==> src/rtl/irq_pkg.sv <==
package irq_pkg;

  typedef enum logic {
    LVL_LO = 1'b0,
    LVL_HI = 1'b1
  } irq_lvl_e;

  typedef enum logic [1:0] {
    RA_CTRL = 2'd0,
    RA_FLAG = 2'd1,
    RA_ENAB = 2'd2,
    RA_PRIO = 2'd3
  } reg_addr_e;

  localparam int CTRL_MODE_BIT = 0;
  localparam int CTRL_GHI_BIT  = 1;
  localparam int CTRL_GLO_BIT  = 2;

  localparam int NEST_DEPTH = 2;
  localparam int DEPTH_W    = $clog2(NEST_DEPTH + 1);

  function automatic irq_lvl_e pick_level(input logic hi_pend, input logic lo_pend);
    if (hi_pend || !lo_pend) return LVL_HI;
    return LVL_LO;
  endfunction

endpackage

==> src/rtl/irq_src_bank.sv <==
module irq_src_bank
  import irq_pkg::*;
#(
  parameter int NSRC = 8
) (
  input  logic            clk,
  input  logic            rst_n,
  input  logic [NSRC-1:0] src_pulse,
  input  logic            wr_en,
  input  logic [1:0]      wr_addr,
  input  logic [NSRC-1:0] wr_data,
  output logic [NSRC-1:0] flags_q,
  output logic [NSRC-1:0] enab_q,
  output logic [NSRC-1:0] prio_q
);

  logic wr_flag, wr_enab, wr_prio;

  assign wr_flag = wr_en && (wr_addr == RA_FLAG);
  assign wr_enab = wr_en && (wr_addr == RA_ENAB);
  assign wr_prio = wr_en && (wr_addr == RA_PRIO);

  // A pulse always wins over a clearing write in the same cycle.
  function automatic logic flag_next(input logic cur, input logic wr,
                                     input logic wbit, input logic pulse);
    return (wr ? wbit : cur) | pulse;
  endfunction

  for (genvar i = 0; i < NSRC; i++) begin : g_src
    always_ff @(posedge clk or negedge rst_n) begin
      if (!rst_n) begin
        flags_q[i] <= 1'b0;
        enab_q[i]  <= 1'b0;
        prio_q[i]  <= 1'b0;
      end else begin
        flags_q[i] <= flag_next(flags_q[i], wr_flag, wr_data[i], src_pulse[i]);
        if (wr_enab) enab_q[i] <= wr_data[i];
        if (wr_prio) prio_q[i] <= wr_data[i];
      end
    end
  end

endmodule

==> src/rtl/irq_arbiter.sv <==
module irq_arbiter
  import irq_pkg::*;
#(
  parameter int N_CORE   = 4,
  parameter int N_PERIPH = 4,
  localparam int NSRC    = N_CORE + N_PERIPH
) (
  input  logic [NSRC-1:0] flags,
  input  logic [NSRC-1:0] enab,
  input  logic [NSRC-1:0] prio,
  input  logic            prio_mode,
  input  logic            gen_hi,
  input  logic            gen_lo,
  input  logic            hi_active,
  output logic            hi_pend,
  output logic            lo_pend,
  output logic            any_pend,
  output irq_lvl_e        sel_lvl
);

  localparam logic [NSRC-1:0] PERIPH_MASK = {{N_PERIPH{1'b1}}, {N_CORE{1'b0}}};

  logic [NSRC-1:0] live;
  logic [NSRC-1:0] compat_mask;
  logic            pm_hi, pm_lo, cm_req;

  assign live        = flags & enab;
  assign compat_mask = gen_lo ? {NSRC{1'b1}} : ~PERIPH_MASK;

  // Priority mode: each global bit gates its own level.
  assign pm_hi = prio_mode && gen_hi && (|(live & prio));
  assign pm_lo = prio_mode && gen_lo && !hi_active && (|(live & ~prio));

  // Compatibility mode: one level, lower bit gates peripherals only.
  assign cm_req = !prio_mode && gen_hi && (|(live & compat_mask));

  assign hi_pend  = pm_hi || cm_req;
  assign lo_pend  = pm_lo;
  assign any_pend = hi_pend || lo_pend;
  assign sel_lvl  = pick_level(hi_pend, lo_pend);

endmodule

==> src/rtl/irq_nest_ctrl.sv <==
module irq_nest_ctrl
  import irq_pkg::*;
(
  input  logic               clk,
  input  logic               rst_n,
  input  logic               wr_ctrl,
  input  logic [2:0]         ctrl_data,
  input  logic               take,
  input  irq_lvl_e           take_lvl,
  input  logic               ret,
  output logic               prio_mode,
  output logic               gen_hi,
  output logic               gen_lo,
  output logic               hi_active,
  output logic [DEPTH_W-1:0] depth
);

  logic [NEST_DEPTH-1:0] lvl_hi_q;
  logic [DEPTH_W-1:0]    depth_q;
  logic                  mode_q, ghi_q, glo_q;
  logic                  mode_d, ghi_d, glo_d;
  logic                  push, pop, top_hi;

  assign push = take && (depth_q != DEPTH_W'(NEST_DEPTH));
  assign pop  = ret && !take && (depth_q != '0);

  always_comb begin
    top_hi = 1'b0;
    for (int i = 0; i < NEST_DEPTH; i++)
      if (depth_q == DEPTH_W'(i + 1)) top_hi = lvl_hi_q[i];
  end

  always_comb begin
    hi_active = 1'b0;
    for (int i = 0; i < NEST_DEPTH; i++)
      if ((DEPTH_W'(i) < depth_q) && lvl_hi_q[i]) hi_active = 1'b1;
  end

  // Software write first, then the take/return update of one enable.
  always_comb begin
    mode_d = mode_q;
    ghi_d  = ghi_q;
    glo_d  = glo_q;
    if (wr_ctrl) begin
      mode_d = ctrl_data[CTRL_MODE_BIT];
      ghi_d  = ctrl_data[CTRL_GHI_BIT];
      glo_d  = ctrl_data[CTRL_GLO_BIT];
    end
    if (take) begin
      if (take_lvl == LVL_HI) ghi_d = 1'b0;
      else                    glo_d = 1'b0;
    end else if (pop) begin
      if (top_hi) ghi_d = 1'b1;
      else        glo_d = 1'b1;
    end
  end

  always_ff @(posedge clk or negedge rst_n) begin
    if (!rst_n) begin
      mode_q   <= 1'b0;
      ghi_q    <= 1'b0;
      glo_q    <= 1'b0;
      depth_q  <= '0;
      lvl_hi_q <= '0;
    end else begin
      mode_q <= mode_d;
      ghi_q  <= ghi_d;
      glo_q  <= glo_d;
      for (int i = 0; i < NEST_DEPTH; i++)
        if (push && (depth_q == DEPTH_W'(i))) lvl_hi_q[i] <= (take_lvl == LVL_HI);
      if (push)     depth_q <= depth_q + DEPTH_W'(1);
      else if (pop) depth_q <= depth_q - DEPTH_W'(1);
    end
  end

  assign prio_mode = mode_q;
  assign gen_hi    = ghi_q;
  assign gen_lo    = glo_q;
  assign depth     = depth_q;

endmodule

==> src/rtl/prio_irq_ctrl.sv <==
module prio_irq_ctrl
  import irq_pkg::*;
#(
  parameter int              N_CORE   = 4,
  parameter int              N_PERIPH = 4,
  parameter int              VEC_W    = 24,
  parameter logic [VEC_W-1:0] HI_VEC  = 24'h000008,
  parameter logic [VEC_W-1:0] LO_VEC  = 24'h000018,
  localparam int             NSRC     = N_CORE + N_PERIPH
) (
  input  logic             clk,
  input  logic             rst_n,
  input  logic [NSRC-1:0]  src_pulse,
  input  logic             wr_en,
  input  logic [1:0]       wr_addr,
  input  logic [NSRC-1:0]  wr_data,
  input  logic             irq_ack,
  input  logic             irq_ret,
  output logic             irq_req,
  output logic [VEC_W-1:0] irq_vec,
  output logic             irq_level,
  output logic [NSRC-1:0]  flags_o,
  output logic [1:0]       glb_en_o
);

  logic [NSRC-1:0]    flags, enab, prio;
  logic               prio_mode, gen_hi, gen_lo, hi_active;
  logic [DEPTH_W-1:0] nest_depth;
  logic               hi_pend, lo_pend, any_pend;
  irq_lvl_e           sel_lvl;
  irq_lvl_e           lvl_q;
  logic               req_q;
  logic [VEC_W-1:0]   vec_q;
  logic               take, wr_ctrl;

  function automatic logic [VEC_W-1:0] vec_of(input irq_lvl_e lvl);
    return (lvl == LVL_HI) ? HI_VEC : LO_VEC;
  endfunction

  assign take    = irq_ack && req_q;
  assign wr_ctrl = wr_en && (wr_addr == RA_CTRL);

  irq_src_bank #(.NSRC(NSRC)) u_bank (
    .clk       (clk),
    .rst_n     (rst_n),
    .src_pulse (src_pulse),
    .wr_en     (wr_en),
    .wr_addr   (wr_addr),
    .wr_data   (wr_data),
    .flags_q   (flags),
    .enab_q    (enab),
    .prio_q    (prio)
  );

  irq_arbiter #(.N_CORE(N_CORE), .N_PERIPH(N_PERIPH)) u_arb (
    .flags     (flags),
    .enab      (enab),
    .prio      (prio),
    .prio_mode (prio_mode),
    .gen_hi    (gen_hi),
    .gen_lo    (gen_lo),
    .hi_active (hi_active),
    .hi_pend   (hi_pend),
    .lo_pend   (lo_pend),
    .any_pend  (any_pend),
    .sel_lvl   (sel_lvl)
  );

  irq_nest_ctrl u_nest (
    .clk       (clk),
    .rst_n     (rst_n),
    .wr_ctrl   (wr_ctrl),
    .ctrl_data (wr_data[2:0]),
    .take      (take),
    .take_lvl  (lvl_q),
    .ret       (irq_ret),
    .prio_mode (prio_mode),
    .gen_hi    (gen_hi),
    .gen_lo    (gen_lo),
    .hi_active (hi_active),
    .depth     (nest_depth)
  );

  // Vector and level reload only when no request is standing or one is taken.
  always_ff @(posedge clk or negedge rst_n) begin
    if (!rst_n) begin
      req_q <= 1'b0;
      lvl_q <= LVL_LO;
      vec_q <= '0;
    end else begin
      req_q <= any_pend && !take;
      if (!req_q || take) begin
        lvl_q <= sel_lvl;
        vec_q <= vec_of(sel_lvl);
      end
    end
  end

  assign irq_req   = req_q;
  assign irq_vec   = vec_q;
  assign irq_level = (lvl_q == LVL_HI);
  assign flags_o   = flags;
  assign glb_en_o  = {gen_lo, gen_hi};

endmodule

==> config.mk <==
export PLATFORM = sky130hd
export DESIGN_NAME = prio_irq_ctrl
export DESIGN_NICKNAME = d
export VERILOG_FILES = /design/src/rtl/irq_pkg.sv /design/src/rtl/irq_src_bank.sv /design/src/rtl/irq_arbiter.sv /design/src/rtl/irq_nest_ctrl.sv /design/src/rtl/prio_irq_ctrl.sv
export SDC_FILE = /design/constraint.sdc
export NUM_CORES = 1
export LEC_CHECK = 0
export BUFFER_PORTS_ARGS = -buffer_cell sky130_fd_sc_hd__buf_2
export CAP_MARGIN = 0
export CORE_UTILIZATION = 56
export CTS_BUF_LIST = sky130_fd_sc_hd__clkbuf_4
export CTS_CLUSTER_DIAMETER = 40
export CTS_CLUSTER_SIZE = 14
export DETAILED_ROUTE_END_ITERATION = 10
export PLACE_DENSITY_LB_ADDON = 0.25
export SLEW_MARGIN = 0
export SYNTH_ARGS = -nofsm -noshare
export SYNTH_HDL_FRONTEND = slang
export SYNTH_SLANG_ARGS = --single-unit
==> constraint.sdc <==
create_clock -name clk -period 2.3 [get_ports clk]
set_input_delay 0.115 -clock clk [delete_from_list [all_inputs] [get_ports clk]]
set_output_delay 0.115 -clock clk [all_outputs]
set_load 0.005 [all_outputs]
---- Word level (Yosys, flattened, before mapping) ----
Cells that the tools add are included.
cells by class
  add/subtract/negate cells ............... 2
  $mul .................................... 0
  div/mod/pow operators ................... 0
  $lt $le $gt $ge ......................... 2
  eq/ne operators ......................... 6
  shifts and indexed selects .............. 0
  muxes and demuxes ....................... 29
  bitwise operators ....................... 13
  reduce and logical (&&, ||, !) cells .... 36
operators with widths
  kind                 count
  $and 8x8->8          4
  $mux 1               25
  $reduce_or 8->1      3
  $logic_and 1x1->1    20
  $mux 8               1
  $not 8->8            1
  $or 1x1->1           8
  $eq 2x2->1 const B   3
  $logic_not 1->1      5
  $mux 5               1
  $eq 2x1->1 const B   2
  $logic_not 2->1      2
  $logic_or 1x1->1     4
  $lt 1x2->1 const A   2
  $mux 2               2
  $reduce_bool 2->1    2
  $add 2x1->2 const B  1
  $ne 2x2->1 const B   1
  $sub 2x1->2 const B  1
storage, ports and cells
  register bits ........................... 57
  latch bits .............................. 0
  bits in writable memories ............... 0
  ROM bits ................................ 0
  input bits .............................. 23
  output and inout bits ................... 36
  memories kept ........................... 0

---- Depth between registers and ports, before layout ----
Gate-level depths: netlist of run 1.
  depth after elaboration ................. 12
  depth in mapped cells ................... 6
  gate-level depth less buffers ........... 6

---- Modules after synthesis ----
Synthesis of run 1 repeated with hierarchy kept, for this count alone.
unflattened totals
  cell total of the unflattened synthesis .. 175
  area total of the unflattened synthesis .. 1943.1 um2
modules (own cells, without submodules)
  module         instances  cells each  area each (um2)  sequential area each (um2)
  irq_src_bank   1          68          970.9            600.6
  irq_nest_ctrl  1          37          411.6            175.2
  prio_irq_ctrl  1          37          351.6            100.1
  irq_arbiter    1          33          209.0            0.0

---- Worst setup path after synthesis of run 1 ----
OpenSTA, ideal clock, no wires.
  path kind ............................... register -> register
  from .................................... register u_nest.depth_q[1], in the netlist u_nest.depth[1]
  to ...................................... register lvl_q, in the netlist irq_level
  arrival time ............................ 1.402 ns
  setup slack ............................. 0.769 ns
  cell stages (with the launch flop) ...... 7
  buffers on the path ..................... 0
  path through ............................ dfrtp_1 > inv_1 > ha_1 > nand2b_1 > o2111a_1 > o31ai_1 > o41a_1
on the way
  word-level cells in the longest chain between the ends .. 11
  elaborated cells on any way between the ends .. 13
RTL lines
  item                                 line                 RTL
  start, declared                      irq_nest_ctrl.sv:19  logic [DEPTH_W-1:0] depth_q;
  start signal, assigned               irq_nest_ctrl.sv:71  if (push) depth_q <= depth_q + DEPTH_W'(1);
  start signal, assigned               irq_nest_ctrl.sv:72  else if (pop) depth_q <= depth_q - DEPTH_W'(1);
  $lt 1x2->1                           irq_nest_ctrl.sv:36  if ((DEPTH_W'(i) < depth_q) && lvl_hi_q[i]) hi_active = 1'b1;
  $logic_and 1x1->1                    irq_nest_ctrl.sv:36
  $mux 1                               irq_nest_ctrl.sv:36
  $mux 1 (*)                           irq_nest_ctrl.sv:36
  $logic_not 1->1 (*)                  irq_arbiter.sv:32    assign pm_lo = prio_mode && gen_lo && !hi_active && (|(live & ~prio));
  $logic_and 1x1->1 (*) (2 in series)  irq_arbiter.sv:32
  $logic_not 1->1 (*)                  irq_pkg.sv:23        if (hi_pend || !lo_pend) return LVL_HI;
  $logic_or 1x1->1 (*)                 irq_pkg.sv:23
  $mux 1 (*)                           irq_pkg.sv:23
  $mux 1 (*)                           irq_pkg.sv:24        return LVL_LO;
  end signal, assigned                 prio_irq_ctrl.sv:93  lvl_q <= sel_lvl;
  end, declared                        prio_irq_ctrl.sv:31  irq_lvl_e lvl_q;
Mark *: on every way between the ends. The rest lies on a longest branch, timed or not.
A chain may end at the register's enable or synchronous reset.

---- Final worst setup path of run 1 ----
  from .................................... register u_nest.depth_q[0], in the netlist u_nest.depth[0]
  to ...................................... register lvl_q, in the netlist irq_level
The elaborated chain is that of the path after synthesis.

==> results_dict.tcl, run 1 <==
set metrics [dict create \
    fin_nets 250 \
    die_w_um 59.7 \
    power.share.clock_pct 17.7 \
    switchingPower_mw 0.616 \
    hold_start "wr_data[5]" \
    cts_setup_buffers 0 \
    first_global_vias 1441 \
    async_reset_ff_share_pct 100 \
    dp.cells 251 \
    drc 0 \
    max-vdd-ir-drop_mv 0.472 \
    drt_iter0_markers 53 \
    cap_violations 0 \
    slowest_delay_ps 430 \
    synthFlopType "dfrtp_1" \
    fin_tns_setup_ps 0 \
    cts_tree "done" \
    crit_slowest_cell "dfrtp_1" \
    synth_edf_count 0 \
    dpl_cell_area_um2 1990 \
    grt_pass1_wl_mm 6.38 \
    routed.top_layer "met4" \
    holdPathEnd "u_bank.flags_q[5]$_DFF_PN0_" \
    reg2reg_slack_ps 600 \
    netlist_area_um2 1860 \
    port_buffers 36 \
    fin_util_pct 69.2 \
    yosysUniqueCellTypes 35 \
    cts_sinks 35 \
    setup_viol 0 \
    via_per_inst 5.44 \
    critical_path_class "reg2reg" \
    syn-instance-count 175 \
    drive_gt1_share_pct 28.4 \
    layout_worst_path_cycle_share_pct 74.1 \
    io_pins 59 \
    rsz0062_at_grt "no" \
    grtUsageTotal_pct 24.6 \
    fin_crit_ps 1700 \
    routed-via-count 1464 \
    final_common_cell "buf_2" \
    comb_power_share_pct 33.0 \
    finish.instance_area_um2 2150 \
    dpl_worst_slack_ps 637 \
    finalHoldViolCount 0 \
    max-slew-margin-rel_pct 48.0 \
    cts_buffers 5 \
    layout.cells.non_filler 269 \
    routabilityCongestion 0.778 \
    cp_data_required_time_ps 2530 \
    p_per_area_nw_per_um2 828 \
    fin_skew_ps 5.17 \
    fillers 239 \
    avgRoutedWirePerCell_um 14.1 \
    htree_levels 2 \
    cp-start-kind "flip-flop" \
    postRouteAntennaNets 0 \
    setup_ws_ps 596 \
    cts.path.max_buffers 2 \
    r2r_cells 6 \
    wl_met3_um 171 \
    regToRegStartpoint "u_nest.depth[0]$_DFFE_PN0P_" \
    crit_chain "inv_1, ha_1, nand2b_1, o2111a_1, o31ai_1, o41a_1" \
    seq_area_frac_synth_pct 47.0 \
    drt-met1-wl_mm 1.69 \
    clk_latency_ps 330 \
    clock-root-buffer "clkbuf_4" \
    ys_warn_count 0 \
    grt_overflow_total 0 \
    firstDrtPassIters 4 \
    min_path_type "in2reg" \
    arrival_ps 1930 \
    timing.rr.end "irq_level$_DFFE_PN0P_" \
    syn_to_final_growth_pct 15.2 \
    placementRows 20 \
    final_cell_mix "36 x buf_2, 35 x dfrtp_1, 30 x nand2_1, 22 x conb_1, 19 x mux2_2" \
    antenna_found_initial 0 \
    min_path_cells 3 \
    diodes 0 \
    slew_viol_final 0 \
    grt_start_max_net_pins 36 \
    drt-total-wl_mm 3.79 \
    outcome "finished, final reports clean" \
    p_seq_share_pct 49.3 \
    timing.fmax_ghz 0.587 \
    power.share.switching_pct 34.6 \
    p_leak_nw 0.998 \
    core-area_um2 3100 \
    worst_slew_pin_slew_ps 780 \
    p_int_mw 1.16 \
    dieArea_um2 3560 \
    dp_hpwl_mm 2.74 \
    crit_fanout 3 \
    die_y_um 59.7 \
    cp-end-kind "flip-flop" \
    wl_met2_mm 1.86 \
    path_clk_slew_ps 100 \
    syn_area_per_cell_um2 10.7 \
    ys_ff_latch 35 \
    start_util_pct 60.1 \
]
## repair_timing
action,CTS,global route
hold buffers,10,0
endpoints found under the hold margin,44,0
gates resized for setup,0,0
## power by group through the flow
| stage | sequential [mW] | combinational [mW] | clock, mW |
|---|---|---|---|
| 2_1_floorplan | 0.856 | 0.454 | 0 |
| 3_3_place_gp | 0.879 | 0.542 | 0 |
| 3_5_place_dp | 0.888 | 0.569 | 0 |
| 4_1_cts | 0.876 | 0.585 | 0.331 |
| 5_1_grt | 0.896 | 0.659 | 0.352 |
| 6_report | 0.876 | 0.587 | 0.315 |
## logic make-up after synthesis
group | Yosys count | share of synthesized area [%]
simple gates | 64 | 18.2
flops | 35 | 47.0
buf+inv | 27 | 10.3
compound gates | 22 | 8.73
mux | 22 | 13.2
fa+ha+maj | 3 | 2.01
other cells | 1 | 0.201
xor+xnor | 1 | 0.470
## Yosys cell counts, types with 2 or more instances
cell type  count  area share (%)
a22o_1         2            0.94
inv_1          2            0.40
nand4_1        2            0.67
nand2_1       30             6.0
o31a_1         2            0.94
a31oi_1        2            0.67
nand3b_1      13             5.2
ha_1           3             2.0
nor2b_1        2            0.67
mux2i_1        2             1.1
o22ai_1        2            0.67
mux2_2        19              11
nand3_1        9             2.4
buf_4         24             9.7
a21oi_1        2            0.54
nand2b_1       4             1.3
o21ai_0        3            0.81
dfrtp_1       35              47
## critical path, delay by kind of cell, from the launching register on
kind                     cells  cell delay [ps]
AO/OA/AOI/OAI                3              750
AND/OR/NAND/NOR              1              120
adder cells (fa/ha/maj)      1              190
buffers and inverters        1              120
flip-flops                   1              430
## flip-flops by register name (all words and copies together) (netlist names), 2 cells and up
| name | count |
|---|---|
| u_bank.flags_q | 8 |
| u_nest.depth | 2 |
| u_bank.enab_q | 8 |
| irq_vec | 2 |
| u_nest.lvl_hi_q | 2 |
| u_bank.prio_q | 8 |
## metal layers
| metal | up-vias | GRT usage (%) |
|---|---|---|
| met1 | 714 | 31.2 |
| met4 | 0 | 11.3 |
| met2 | 64 | 40.3 |
| met5 | - | 0 |
| met3 | 9 | 4.98 |
| li1 | 677 | - |
## worst max path at each step
stage / startpoint / end / slack, ps / cells past startpoint
final: u_nest.depth[0]$_DFFE_PN0P_ / irq_level$_DFFE_PN0P_ / 600 / 6
after detailed placement: u_nest.depth[0]$_DFFE_PN0P_ / irq_level$_DFFE_PN0P_ / 640 / 6
after global placement: u_nest.depth[1]$_DFFE_PN0P_ / irq_level$_DFFE_PN0P_ / 720 / 6
after floorplan: u_nest.depth[1]$_DFFE_PN0P_ / irq_level$_DFFE_PN0P_ / 770 / 6
after global routing: u_nest.depth[0]$_DFFE_PN0P_ / irq_level$_DFFE_PN0P_ / 510 / 6
after CTS: u_nest.depth[0]$_DFFE_PN0P_ / irq_level$_DFFE_PN0P_ / 630 / 6
## layout make-up
| cell class | instances | area, um^2 | share of cell area [%] |
|---|---|---|---|
| well taps | 44 | 55.1 | 2.56 |
| flip-flops and latches | 35 | 876 | 40.8 |
| repair buffers | 46 | 280 | 13.1 |
| inverters | 2 | 7.51 | 0.350 |
| clock inverters | 3 | 15.0 | 0.699 |
| clock buffers | 5 | 37.5 | 1.75 |
| multi-input cells | 134 | 876 | 40.8 |
## stage by stage
step | power (mW) | hold slack, ps
after CTS | 1.79 | 3.38
after global placement | 1.42 | 227
after detailed placement | 1.46 | 233
after floorplan | 1.31 | -181
final | 1.78 | 19.3
after global routing | 1.91 | 10.5
(Power assumes the default switching activity.)
==> run 2: changes to the inputs <==
--- a/config.mk
+++ b/config.mk
@@ -7,7 +7,7 @@
 export LEC_CHECK = 0
 export BUFFER_PORTS_ARGS = -buffer_cell sky130_fd_sc_hd__buf_2
 export CAP_MARGIN = 0
-export CORE_UTILIZATION = 56
+export CORE_UTILIZATION = 52
 export CTS_BUF_LIST = sky130_fd_sc_hd__clkbuf_4
 export CTS_CLUSTER_DIAMETER = 40
 export CTS_CLUSTER_SIZE = 14
==> constraint.sdc (replaced) <==
create_clock -name clk -period 1.8 [get_ports clk]
set_input_delay 0.09 -clock clk [delete_from_list [all_inputs] [get_ports clk]]
set_output_delay 0.09 -clock clk [all_outputs]
set_load 0.005 [all_outputs]
==> run 2 against run 1 <==
  * Critical endpoint unchanged
  * Clock power increased by 22%
  * Hold slack got worse by 16 ps
  * Global-route usage is 2.2 points lower
  * Non-clock buffer count up 1
  * Combinational power up 30%
  * Sequential power up 29%
  * Highest routed layer unchanged
  * Wire length grew 0.79%
  * Critical path type unchanged
  * Register-to-register slack lost 510 ps
  * Worst setup slack got worse by 510 ps
==> results_dict.tcl, run 2 (same netlist as run 1, synthesis figures left out) <==
set metrics [dict create \
    clk_latency_ps 340 \
    htree_levels 2 \
    path_clk_slew_ps 90 \
    p_int_mw 1.50 \
    p_leak_nw 0.993 \
    fin_crit_ps 1710 \
    first_global_vias 1275 \
    postRouteAntennaNets 0 \
    final_cell_mix "36 x buf_2, 35 x dfrtp_1, 30 x nand2_1, 22 x conb_1, 19 x mux2_2" \
    crit_fanout 5 \
    rsz0062_at_grt "no" \
    reg2reg_slack_ps 90 \
    setup_viol 0 \
    top_regs "u_bank.enab_q: 8 flops, u_bank.flags_q: 8 flops, u_bank.prio_q: 8 flops" \
    fin_nets 251 \
    cp-start-kind "flip-flop" \
    timing.rr.end "irq_level$_DFFE_PN0P_" \
    diodes 0 \
    start_util_pct 55.0 \
    drt_iter0_markers 78 \
    cts_sinks 35 \
    hold_start "wr_data[4]" \
    placementRows 21 \
    p_per_area_nw_per_um2 1060 \
    grt_pass1_wl_mm 5.86 \
    die_y_um 61.9 \
    final_common_cell "buf_2" \
    hold_buffers 11 \
    fin_hold_ws_ps 3.07 \
    cts_setup_buffers 0 \
    die_w_um 61.9 \
    routed-via-count 1426 \
    grt_overflow_total 0 \
    cts_buffers 5 \
    p_seq_share_pct 49.6 \
    drive_gt1_share_pct 27.7 \
    cap_violations 0 \
    cts_resized 0 \
    via_per_inst 5.28 \
    grtUsageTotal_pct 22.4 \
    critical_path_class "reg2reg" \
    cp_data_required_time_ps 2020 \
    firstDrtPassIters 4 \
    layout_worst_path_cycle_share_pct 95.0 \
    dp_hpwl_mm 2.87 \
    cts.path.max_buffers 2 \
    holdPathEnd "u_bank.flags_q[4]$_DFF_PN0_" \
    r2r_cells 6 \
    avgRoutedWirePerCell_um 14.1 \
    grt_start_max_net_pins 36 \
    comb_power_share_pct 33.5 \
    slew_viol_final 0 \
    fin_tns_setup_ps 0 \
    power.share.clock_pct 16.9 \
    cts_tree "done" \
    timing.fmax_ghz 0.585 \
    core-area_um2 3390 \
    drt-total-wl_mm 3.82 \
    outcome "finished, final reports clean" \
    min_path_type "in2reg" \
    worst_slew_pin_slew_ps 784 \
    max-slew-margin-rel_pct 47.7 \
    cp-end-kind "flip-flop" \
    power.share.switching_pct 34.2 \
    clock-root-buffer "clkbuf_4" \
    regToRegStartpoint "u_nest.depth[1]$_DFFE_PN0P_" \
    finalHoldViolCount 0 \
    max-vdd-ir-drop_mv 0.549 \
    syn_to_final_growth_pct 15.4 \
    arrival_ps 1930 \
    fin_skew_ps 5.37 \
    drc 0 \
    antenna_found_initial 0 \
    routabilityCongestion 0.842 \
    io_pins 59 \
    fin_util_pct 63.5 \
    switchingPower_mw 0.777 \
    min_path_cells 3 \
    dieArea_um2 3830 \
    fillers 299 \
    port_buffers 36 \
]
run 2: changes by cell type in the layout (fill, tap and decap cells not counted), sizes merged:
cell,change
clkinv,-3
clkbuf,+1
dlygate4sd3,+1
run 2: layer usage:
metal	track usage (%)	up-vias	wire length [um]
li1	-	677	-
met1	26.1	681	1580
met2	38.6	58	1960
met3	4.14	10	186
met4	13.0	0	94
met5	0	-	0
run 2: how the worst max path moves through the flow:
stage	start	endpoint	slack, ps	cells after the start
after floorplan	u_nest.depth[1]$_DFFE_PN0P_	irq_level$_DFFE_PN0P_	270	6
after global placement	u_nest.depth[1]$_DFFE_PN0P_	irq_level$_DFFE_PN0P_	220	6
after detailed placement	u_nest.depth[1]$_DFFE_PN0P_	irq_level$_DFFE_PN0P_	110	6
after CTS	u_nest.depth[1]$_DFFE_PN0P_	irq_level$_DFFE_PN0P_	100	6
after global routing	u_nest.depth[1]$_DFFE_PN0P_	irq_level$_DFFE_PN0P_	20	6
final	u_nest.depth[1]$_DFFE_PN0P_	irq_level$_DFFE_PN0P_	90	6
run 2: per-stage QoR:
| step | instance area, um^2 | power [mW] | setup WS (ps) | cells |
|---|---|---|---|---|
| global route | 2150 | 2.42 | 24.5 | 270 |
| finish | 2150 | 2.27 | 89.5 | 270 |
| global placement | 2000 | 1.81 | 223 | 253 |
| CTS | 2150 | 2.28 | 104 | 270 |
| floorplan | 1940 | 1.67 | 269 | 196 |
| detailed placement | 2000 | 1.88 | 111 | 253 |
run 2: worst max-delay path, stage by stage (launching register included):
cell and delay [ps]:
dfrtp_1 430, inv_1 90, ha_1 190, nand2b_1 130, o2111a_1 220, o31ai_1 100, o41a_1 440
run 2: layout make-up:
class / count / area [um^2] / share of cell area [%]
Timing Repair Buffer: 47 / 290 / 13.5
Sequential cell: 35 / 876 / 40.7
Clock buffer: 6 / 45.0 / 2.09
Multi-Input combinational cell: 134 / 876 / 40.7
Inverter: 2 / 7.51 / 0.349
Tap cell: 46 / 57.6 / 2.67
run 2: power by group through the flow:
stage                     registers, mW  clock network, mW  logic [mW]
after floorplan                    1.09                  0       0.580
after global placement             1.12                  0       0.686
after detailed placement           1.14                  0       0.738
after CTS                          1.13              0.397       0.760
after global routing               1.15              0.421       0.853
final                              1.13              0.385       0.761
==> run 3: changes to the inputs <==
--- a/config.mk
+++ b/config.mk
@@ -5,7 +5,7 @@
 export SDC_FILE = /design/constraint.sdc
 export NUM_CORES = 1
 export LEC_CHECK = 0
-export BUFFER_PORTS_ARGS = -buffer_cell sky130_fd_sc_hd__buf_2
+export BUFFER_PORTS_ARGS = -buffer_cell sky130_fd_sc_hd__buf_4
 export CAP_MARGIN = 0
 export CORE_UTILIZATION = 52
 export CTS_BUF_LIST = sky130_fd_sc_hd__clkbuf_4
==> run 3 against run 2 <==
  * Sequential power about the same
  * First-iteration DRC count down 28%
  * Fmax up 0.49%
  * Via count up 3.6%
  * Die area unchanged
  * Worst setup slack better by 8.3 ps
  * Sequential share of layout area down 3.7 points
==> results_dict.tcl, run 3 (same netlist as run 1, synthesis figures left out) <==
set metrics [dict create \
    fin_skew_ps 7.51 \
    slew_viol_final 0 \
    die_y_um 61.9 \
    dp_hpwl_mm 2.93 \
    via_per_inst 5.22 \
    comb_power_share_pct 35.2 \
    timing.fmax_ghz 0.587 \
    diodes 0 \
    grt_overflow_total 0 \
    crit_fanout 3 \
    p_total_mw 2.38 \
    final_cell_mix "37 x buf_4, 35 x dfrtp_1, 30 x nand2_1, 22 x conb_1, 21 x dlygate4sd3_1" \
    drt_iter0_markers 56 \
    grtUsageTotal_pct 24.3 \
    min_path_type "in2reg" \
    path_clk_slew_ps 100 \
    layout_worst_path_cycle_share_pct 94.6 \
    crit_slowest_cell "dfrtp_1" \
    cp_data_required_time_ps 2020 \
    crit_chain "inv_1, ha_1, nand2b_1, o2111a_1, o31ai_1, o41a_1" \
    grt_pass1_wl_mm 6.52 \
    p_seq_share_pct 47.8 \
    start_util_pct 55.0 \
    fin_nets 262 \
    core-area_um2 3390 \
    die_w_um 61.9 \
    finalHoldViolCount 0 \
    port_buffers 36 \
    fin_crit_ps 1700 \
    routabilityCongestion 0.825 \
    grt_start_max_net_pins 36 \
    top_regs "u_bank.enab_q: 8 flops, u_bank.flags_q: 8 flops, u_bank.prio_q: 8 flops" \
    cts_buffers 5 \
    routed-via-count 1478 \
    cts.path.max_buffers 2 \
    dpl_worst_slack_ps 111 \
    drt-total-wl_mm 4.07 \
    postRouteAntennaNets 0 \
    antenna_found_initial 0 \
    critPathBufInv 1 \
    setup_viol 0 \
    syn_to_final_growth_pct 26.8 \
    critical-path-top-delay-family "compound AO/OA/AOI/OAI gates" \
    cp-start-kind "flip-flop" \
    slowest_delay_ps 420 \
    dieArea_um2 3830 \
    drive_gt1_share_pct 27.0 \
    max-slew-margin-rel_pct 66.8 \
    placementRows 21 \
    max-vdd-ir-drop_mv 0.588 \
    critical_path_class "reg2reg" \
    cts_sinks 35 \
    htree_levels 2 \
    reg2reg_slack_ps 100 \
    p_per_area_nw_per_um2 1000 \
    arrival_ps 1920 \
    avgRoutedWirePerCell_um 14.4 \
    cts_tree "done" \
    power.share.switching_pct 33.7 \
    final_common_cell "buf_4" \
    firstDrtPassIters 4 \
    p_int_mw 1.57 \
    outcome "finished, final reports clean" \
    cp-end-kind "flip-flop" \
    setup_ws_ps 97.9 \
    io_pins 59 \
    clk_latency_ps 340 \
    dp.cells 253 \
    cap_violations 0 \
    switchingPower_mw 0.802 \
    worst_slew_pin_slew_ps 497 \
    fin_tns_setup_ps 0 \
    rsz0062_at_grt "no" \
    power.share.clock_pct 17.1 \
    layout.cells.non_filler 283 \
    fillers 261 \
    first_global_vias 1484 \
    p_leak_nw 1.08 \
    drc 0 \
    clock-root-buffer "clkbuf_4" \
]
-- run 3: metal layers --
layer  GRT usage, %  wire [um]  share of wire, %  up-vias
li1               -          -                 -      700
met1           28.6       1710                42      712
met2           43.5       2130                52       60
met3           6.42        180               4.4        6
met4           7.62         44               1.1        0
met5              0          0                 0        -
-- run 3: cell type report --
class / instances / area, um^2 / area share (%)
multi-input combinational: 134 / 883 / 37.4
sequential: 35 / 876 / 37.0
clock buffer: 6 / 45.0 / 1.90
tap: 46 / 57.6 / 2.43
inverter: 2 / 7.51 / 0.317
clock inverter: 2 / 7.51 / 0.317
timing repair buffer: 58 / 488 / 20.6
-- run 3: tightest hold or removal path: stages --
cell      delay [ps]
buf_4            100
nand2_1           50
nand3b_1          70
-- run 3: worst paths after layout --
| path | startpoint | depth (start not counted) | end |
|---|---|---|---|
| max in group asynchronous | rst_n | 2 | u_bank.enab_q[2]$_DFFE_PN0P_ |
| max reg2reg | u_nest.depth[0]$_DFFE_PN0P_ | 6 | irq_level$_DFFE_PN0P_ |
| max | u_nest.depth[0]$_DFFE_PN0P_ | 6 | irq_level$_DFFE_PN0P_ |
| min reg2reg | irq_vec[3]$_DFFE_PN0P_ | 1 | irq_vec[3]$_DFFE_PN0P_ |
| min in group asynchronous | rst_n | 2 | u_bank.prio_q[2]$_DFFE_PN0P_ |
| min | wr_data[1] | 3 | u_bank.flags_q[1]$_DFF_PN0_ |
-- run 3: through the flow --
| stage | util [%] | hold WS [ps] | area (um^2) |
|---|---|---|---|
| floorplan | - | -206 | 1940 |
| global placement | 61.6 | 61.5 | 2090 |
| detailed placement | 61.6 | 67.1 | 2090 |
| CTS | 68.4 | 1.21 | 2320 |
| global route | 69.8 | 0.408 | 2360 |
| finish | 69.8 | 9.30 | 2360 |
-- run 3: power groups by stage --
stage	clock network (mW)	registers (mW)	logic, mW
after floorplan	0	1.09	0.580
after global placement	0	1.13	0.725
after detailed placement	0	1.15	0.766
after CTS	0.415	1.13	0.804
after global routing	0.449	1.16	0.937
final	0.405	1.13	0.836
-- run 3: timing repair --
item / CTS / global route
gates resized for setup: 0 / 1
hold endpoints to repair: 46 / 4
hold buffers: 18 / 3
setup endpoints to repair: 0 / 2
buffers inserted: 0 / 1
